==> src/rtl/pmc_pkg.sv <==
package pmc_pkg;
    typedef enum logic [1:0] {
        PM_RUN  = 2'd0,
        PM_IDLE = 2'd1,
        PM_DOWN = 2'd2
    } pm_mode_e;

    localparam int REQ_IDLE_BIT = 0;
    localparam int REQ_DOWN_BIT = 1;
endpackage

==> src/rtl/pmc_rst_sync.sv <==
module pmc_rst_sync #(
    parameter int STAGES = 2
) (
    input  logic clk,
    input  logic arst_n,
    input  logic din,
    output logic dout
);
    logic [STAGES-1:0] sh_d, sh_q;

    assign sh_d[0] = din;
    for (genvar i = 1; i < STAGES; i++) begin : g_stage
        assign sh_d[i] = sh_q[i-1];
    end

    always_ff @(posedge clk or negedge arst_n) begin
        if (!arst_n) sh_q <= '0;
        else         sh_q <= sh_d;
    end

    assign dout = sh_q[STAGES-1];
endmodule

==> src/rtl/pmc_rst_qual.sv <==
module pmc_rst_qual #(
    parameter int OSC_PER_MC = 12,
    parameter int MC_COUNT   = 2
) (
    input  logic clk,
    input  logic arst_n,
    input  logic pin_sync_i,
    output logic qual_o
);
    localparam int QUAL = OSC_PER_MC * MC_COUNT;
    localparam int CW   = $clog2(QUAL + 1);

    typedef struct packed {
        logic [CW-1:0] cnt;
        logic          qual;
    } qual_st_t;

    qual_st_t n_d, n_q;

    always_comb begin
        n_d = n_q;
        if (!pin_sync_i) begin
            n_d.cnt  = '0;
            n_d.qual = 1'b0;
        end else begin
            if (n_q.cnt != CW'(QUAL)) n_d.cnt = n_q.cnt + 1'b1;
            n_d.qual = n_q.qual || (n_q.cnt == CW'(QUAL - 1));
        end
    end

    always_ff @(posedge clk or negedge arst_n) begin
        if (!arst_n) begin
            n_q.cnt  <= '0;
            n_q.qual <= 1'b1;
        end else begin
            n_q <= n_d;
        end
    end

    assign qual_o = n_q.qual;

    p_full_count_r1: assert property (@(posedge clk) disable iff (!arst_n)
        $rose(n_q.qual) |-> ($past(n_q.cnt) == CW'(QUAL - 1)));

    p_low_drops_r2: assert property (@(posedge clk) disable iff (!arst_n)
        !pin_sync_i |=> !n_q.qual);
endmodule

==> src/rtl/pmc_mode_fsm.sv <==
module pmc_mode_fsm
    import pmc_pkg::*;
#(
    parameter int PCON_W = 8
) (
    input  logic              clk,
    input  logic              arst_n,
    input  logic              core_rst_i,
    input  logic              wake_i,
    input  logic              we_i,
    input  logic [PCON_W-1:0] wdata_i,
    output pm_mode_e          mode_o,
    output logic [1:0]        bits_o
);
    typedef struct packed {
        pm_mode_e   mode;
        logic [1:0] bits;
    } fsm_st_t;

    fsm_st_t n_d, n_q;

    always_comb begin
        n_d = n_q;
        if (core_rst_i) begin
            n_d.mode = PM_RUN;
            n_d.bits = 2'b00;
        end else begin
            unique case (n_q.mode)
                PM_RUN: begin
                    if (we_i) begin
                        n_d.bits = {wdata_i[REQ_DOWN_BIT], wdata_i[REQ_IDLE_BIT]};
                        if (wdata_i[REQ_DOWN_BIT])      n_d.mode = PM_DOWN;
                        else if (wdata_i[REQ_IDLE_BIT]) n_d.mode = PM_IDLE;
                    end
                end
                PM_IDLE: begin
                    if (wake_i) begin
                        n_d.mode = PM_RUN;
                        n_d.bits = 2'b00;
                    end
                end
                PM_DOWN: ;
                default: begin
                    n_d.mode = PM_RUN;
                    n_d.bits = 2'b00;
                end
            endcase
        end
    end

    always_ff @(posedge clk or negedge arst_n) begin
        if (!arst_n) begin
            n_q.mode <= PM_RUN;
            n_q.bits <= 2'b00;
        end else begin
            n_q <= n_d;
        end
    end

    assign mode_o = n_q.mode;
    assign bits_o = n_q.bits;

    p_idle_wake_r6: assert property (@(posedge clk) disable iff (!arst_n)
        (n_q.mode == PM_IDLE && wake_i && !core_rst_i)
            |=> (n_q.mode == PM_RUN && n_q.bits == 2'b00));

    p_reset_exit_r7: assert property (@(posedge clk) disable iff (!arst_n)
        core_rst_i |=> (n_q.mode == PM_RUN && n_q.bits == 2'b00));

    p_down_prio_r8: assert property (@(posedge clk) disable iff (!arst_n)
        (n_q.mode == PM_RUN && !core_rst_i && we_i && wdata_i[REQ_DOWN_BIT])
            |=> (n_q.mode == PM_DOWN));

    p_down_hold_r9: assert property (@(posedge clk) disable iff (!arst_n)
        (n_q.mode == PM_DOWN && !core_rst_i) |=> (n_q.mode == PM_DOWN));

    p_no_write_r11: assert property (@(posedge clk) disable iff (!arst_n)
        (n_q.mode != PM_RUN && !core_rst_i && !wake_i) |=> $stable(n_q.bits));
endmodule

==> src/rtl/pwr_mode_ctrl.sv <==
module pwr_mode_ctrl
    import pmc_pkg::*;
#(
    parameter int OSC_PER_MC  = 12,
    parameter int MC_COUNT    = 2,
    parameter int SYNC_STAGES = 2,
    parameter int N_IRQ       = 4,
    parameter int PCON_W      = 8
) (
    input  logic              osc_clk,
    input  logic              por_n,
    input  logic              rst_pin,
    input  logic              pcon_we,
    input  logic [PCON_W-1:0] pcon_wdata,
    input  logic [N_IRQ-1:0]  irq_req,
    output logic              cpu_clk_en,
    output logic              per_clk_en,
    output logic              osc_run,
    output logic              core_rst,
    output logic [1:0]        pcon_bits
);
    logic     pin_s;
    logic     qual;
    pm_mode_e mode;

    typedef struct packed {
        logic ph;
    } div_st_t;

    div_st_t dv_d, dv_q;

    pmc_rst_sync #(.STAGES(SYNC_STAGES)) u_sync (
        .clk    (osc_clk),
        .arst_n (por_n),
        .din    (rst_pin),
        .dout   (pin_s)
    );

    pmc_rst_qual #(.OSC_PER_MC(OSC_PER_MC), .MC_COUNT(MC_COUNT)) u_qual (
        .clk        (osc_clk),
        .arst_n     (por_n),
        .pin_sync_i (pin_s),
        .qual_o     (qual)
    );

    pmc_mode_fsm #(.PCON_W(PCON_W)) u_fsm (
        .clk        (osc_clk),
        .arst_n     (por_n),
        .core_rst_i (qual),
        .wake_i     (|irq_req),
        .we_i       (pcon_we),
        .wdata_i    (pcon_wdata),
        .mode_o     (mode),
        .bits_o     (pcon_bits)
    );

    always_comb begin
        dv_d    = dv_q;
        dv_d.ph = ~dv_q.ph;
    end

    always_ff @(posedge osc_clk or negedge por_n) begin
        if (!por_n) dv_q.ph <= 1'b0;
        else        dv_q    <= dv_d;
    end

    assign cpu_clk_en = dv_q.ph && (mode == PM_RUN);
    assign per_clk_en = dv_q.ph && (mode != PM_DOWN);
    assign osc_run    = (mode != PM_DOWN) || pin_s;
    assign core_rst   = qual;

    p_half_rate_r4: assert property (@(posedge osc_clk) disable iff (!por_n)
        per_clk_en |=> !per_clk_en);

    p_cpu_half_rate_r4: assert property (@(posedge osc_clk) disable iff (!por_n)
        cpu_clk_en |=> !cpu_clk_en);

    p_down_quiet_r8: assert property (@(posedge osc_clk) disable iff (!por_n)
        !osc_run |-> (!cpu_clk_en && !per_clk_en));
endmodule

==> config.mk <==
export PLATFORM = sky130hd
export DESIGN_NAME = pwr_mode_ctrl
export DESIGN_NICKNAME = d
export VERILOG_FILES = /design/src/rtl/pmc_pkg.sv /design/src/rtl/pmc_rst_sync.sv /design/src/rtl/pmc_rst_qual.sv /design/src/rtl/pmc_mode_fsm.sv /design/src/rtl/pwr_mode_ctrl.sv
export SDC_FILE = /design/constraint.sdc
export NUM_CORES = 1
export LEC_CHECK = 0
export BUFFER_PORTS_ARGS = -buffer_cell sky130_fd_sc_hd__buf_2
export CAP_MARGIN = 20
export CORE_AREA = 2 2 39 41
export CTS_BUF_LIST = sky130_fd_sc_hd__clkbuf_2 sky130_fd_sc_hd__clkbuf_4 sky130_fd_sc_hd__clkbuf_8
export DETAILED_ROUTE_END_ITERATION = 10
export DIE_AREA = 0 0 41 43
export PLACE_DENSITY = 0.86
export SYNTH_ARGS = -nofsm -noshare
export SYNTH_HDL_FRONTEND = slang
export SYNTH_SLANG_ARGS = --single-unit
==> constraint.sdc <==
create_clock -name osc_clk -period 1.55 [get_ports osc_clk]
set_input_delay 0.31 -clock osc_clk [delete_from_list [all_inputs] [get_ports osc_clk]]
set_output_delay 0.31 -clock osc_clk [all_outputs]
set_load 0.01 [all_outputs]
==> impl_metrics.toml <==
[run_status]
status = "finished, final reports clean"

[placed_design]
dp_hpwl_um = 821
port-buffer-count = 15
place_congestion = 0.720

[synthesis]
yosysTopAreaCellShare = 0.471
synthesis.nets = 72
synth_enable_flop_cells = 0
synthFlopType = "dfrtp_1"
yosysTopAreaCell = "dfrtp_1"
synth_xor_area_frac = 0.0549
synthAdderAreaFrac = 0.0392
postSynthCellCount = 54
yosys.area_share.simple = 0.261
synth_top_family_by_area = "simple AND/OR/NAND/NOR gates"
synth_most_common_cell = "dfrtp_1"
synthArstFlopShare = 1.00
synth_seq_cells = 13
synth_area_per_cell_um2 = 11.8
yosys-top-cells-count = "dfrtp_1, a21oi_1, inv_1, nand3_1"
yosys_warnings = 0
synth.distinct_cells = 25
synth_seq_area_share = 0.512
synthMuxAreaShare = 0.0157
synth_compound_area_frac = 0.0765
synth_area_leaders = "dfrtp_1, dfstp_2, xnor2_1, ha_1, nand4b_4"
syn_area_um2 = 638

[power]
power.ir.vdd_worst_mv = 0.431
comb_power_share = 0.163
p_switching_uw = 192
p_sw_frac = 0.258
p_leak_uw = 0.000387
pwr-share-seq = 0.540
power.density_nw_per_um2 = 976
p_clk_frac = 0.296
internal-power_uw = 551

[cts]
cts_buffers = 3
cts_max_level = 1
clk_path_buf_depth = 2
cts_setup_buffers = 0
worstSkewPairLatency_ps = 270
cts-resized-gates = 0
clk_pin_slew_worst_paths_ps = 70
clock-sinks = 13
cts_tree = "done"
clk_root_buffer_cell = "clkbuf_4"

[die]
core_um2 = 1380
die_w_um = 41
initial_core_util = 0.461
rows = 14
ioPinCount = 22
dieArea_um2 = 1760
die_h_um = 43

[critical_path]
end_kind = "output port"
worstPathCellList = "inv_1 -> a21oi_1 -> buf_2"
cp.required_ps = 1240
start_kind = "flop"
arrival_ps = 1140
crit_type = "reg2out"
max_stage_delay_ps = 460
slowest_stage = "dfrtp_1"
path_max_fanout = 8

[worst_hold_path]
hp-class = "in2reg"

[timing]
worst_pin_slew_ps = 307
finClkSkew_ps = 0.864
hold_viol_final = 0
fin_crit_ps = 1450
hold_ws_ps = 141
slew_viol_final = 0
fmax_ghz = 0.689
max_slew_margin = 0.793
rsz0062_at_grt = "no"
setup_violations = 0
period_share = 0.936
finalSetupTns_ps = 0

[grt]
grt-ovfl-total = 0
grt_usage = 0.143
grt_first_pass_wirelength_um = 1590
grt_antenna_before_repair = 0
grt_pass1_vias = 403
grt_max_degree = 14

[detailed_routing]
totalWireLength_um = 1120
avgViaCountPerCell = 5.13
first_iter_violations = 1
route.detailed.drc = 0
wire_per_inst_um = 12.6
ant_nets = 0
vias = 457
firstDrtPassIters = 3

[job]
drv_cap = 0

[final_layout]
syn2layout_area_growth_pct = 19.4
drive_gt1_frac = 0.301
final_nets = 92
n_antenna_cell = 0
## area by class of cell
type                    instances  area [µm²]
well taps                      16        20.0
inverters                       4        15.0
multi-input cells              36         285
flip-flops and latches         13         327
clock buffers                   4        30.0
fillers                       123         622
repair buffers                 16        85.1
## critical path: cells and delay by family (launching register included)
kind | cells | cell delay (ps)
AO/OA/AOI/OAI | 1 | 130
flip-flops | 1 | 460
buffers and inverters | 2 | 270
## sequential cells by signal, indices dropped and copies added, names as in the netlist
name           cells
dv_q               1
u_fsm.bits_o       2
u_fsm.mode_o       2
u_qual.n_q         5
u_qual.qual_o      1
u_sync.sh_q        2
## power groups by stage
| stage | clock network [µW] | logic, µW | registers [µW] |
|---|---|---|---|
| after floorplan | 0 | 53.6 | 415 |
| after global routing | 247 | 140 | 405 |
| final | 220 | 121 | 402 |
| after global placement | 0 | 120 | 404 |
| after CTS | 230 | 124 | 401 |
| after detailed placement | 0 | 122 | 408 |
## final timing paths
| check | from | endpoint | slack [ps] | cells past startpoint |
|---|---|---|---|---|
| max | u_fsm.mode_o[0]$_DFFE_PN0P_ | per_clk_en | 100 | 3 |
| min | rst_pin | u_sync.sh_q[0]$_DFF_PN0_ | 140 | 1 |
| max reg2reg | u_qual.n_q[1]$_DFFE_PN0P_ | u_qual.n_q[1]$_DFFE_PN0P_ | 330 | 5 |
| min reg2reg | u_sync.sh_q[0]$_DFF_PN0_ | u_sync.sh_q[1]$_DFF_PN0_ | 350 | 0 |
| max in group asynchronous | por_n | u_qual.qual_o$_DFF_PN1_ | 840 | 2 |
| min in group asynchronous | por_n | u_qual.n_q[2]$_DFFE_PN0P_ | 440 | 2 |
## per-stage QoR
step	power, µW	area (µm²)	util	setup WS, ps	cells
finish	743	762	0.551	98.8	89
global route	793	762	0.551	7.33	89
CTS	756	762	0.551	80.4	89
detailed placement	530	722	0.522	341	84
global placement	524	722	0.522	349	84
floorplan	469	638	-	399	54
## what timing repair did
item	CTS	global route
endpoints found under the hold margin	12	0
hold buffers	1	0
endpoints found under the setup margin	0	0
## cell usage in the layout, fill, tap and decap left out, drive strengths merged, types with 3 or more instances in the layout
cell type | synthesis | final
nand3 | 4 | 4
nor3 | 3 | 3
xnor2 | 3 | 3
a21oi | 4 | 4
dfrtp | 12 | 12
inv | 4 | 4
and2 | 3 | 3
clkbuf | 0 | 4
buf | 1 | 15
## cells by family after synthesis
group                    after synthesis
adder cells (fa/ha/maj)                2
buffers and inverters                  5
multiplexers                           1
AND/OR/NAND/NOR                       21
AO/OA/AOI/OAI                          8
flip-flops                            13
XOR/XNOR                               4
## metal layers
metal	vias up	global-route usage	routed length (µm)
li1	230	-	-
met1	205	0.148	514
met2	17	0.225	516
met3	5	0.0314	56
met4	0	0.120	36
met5	-	0	0
Note: power is estimated with default switching activity, not from simulation.
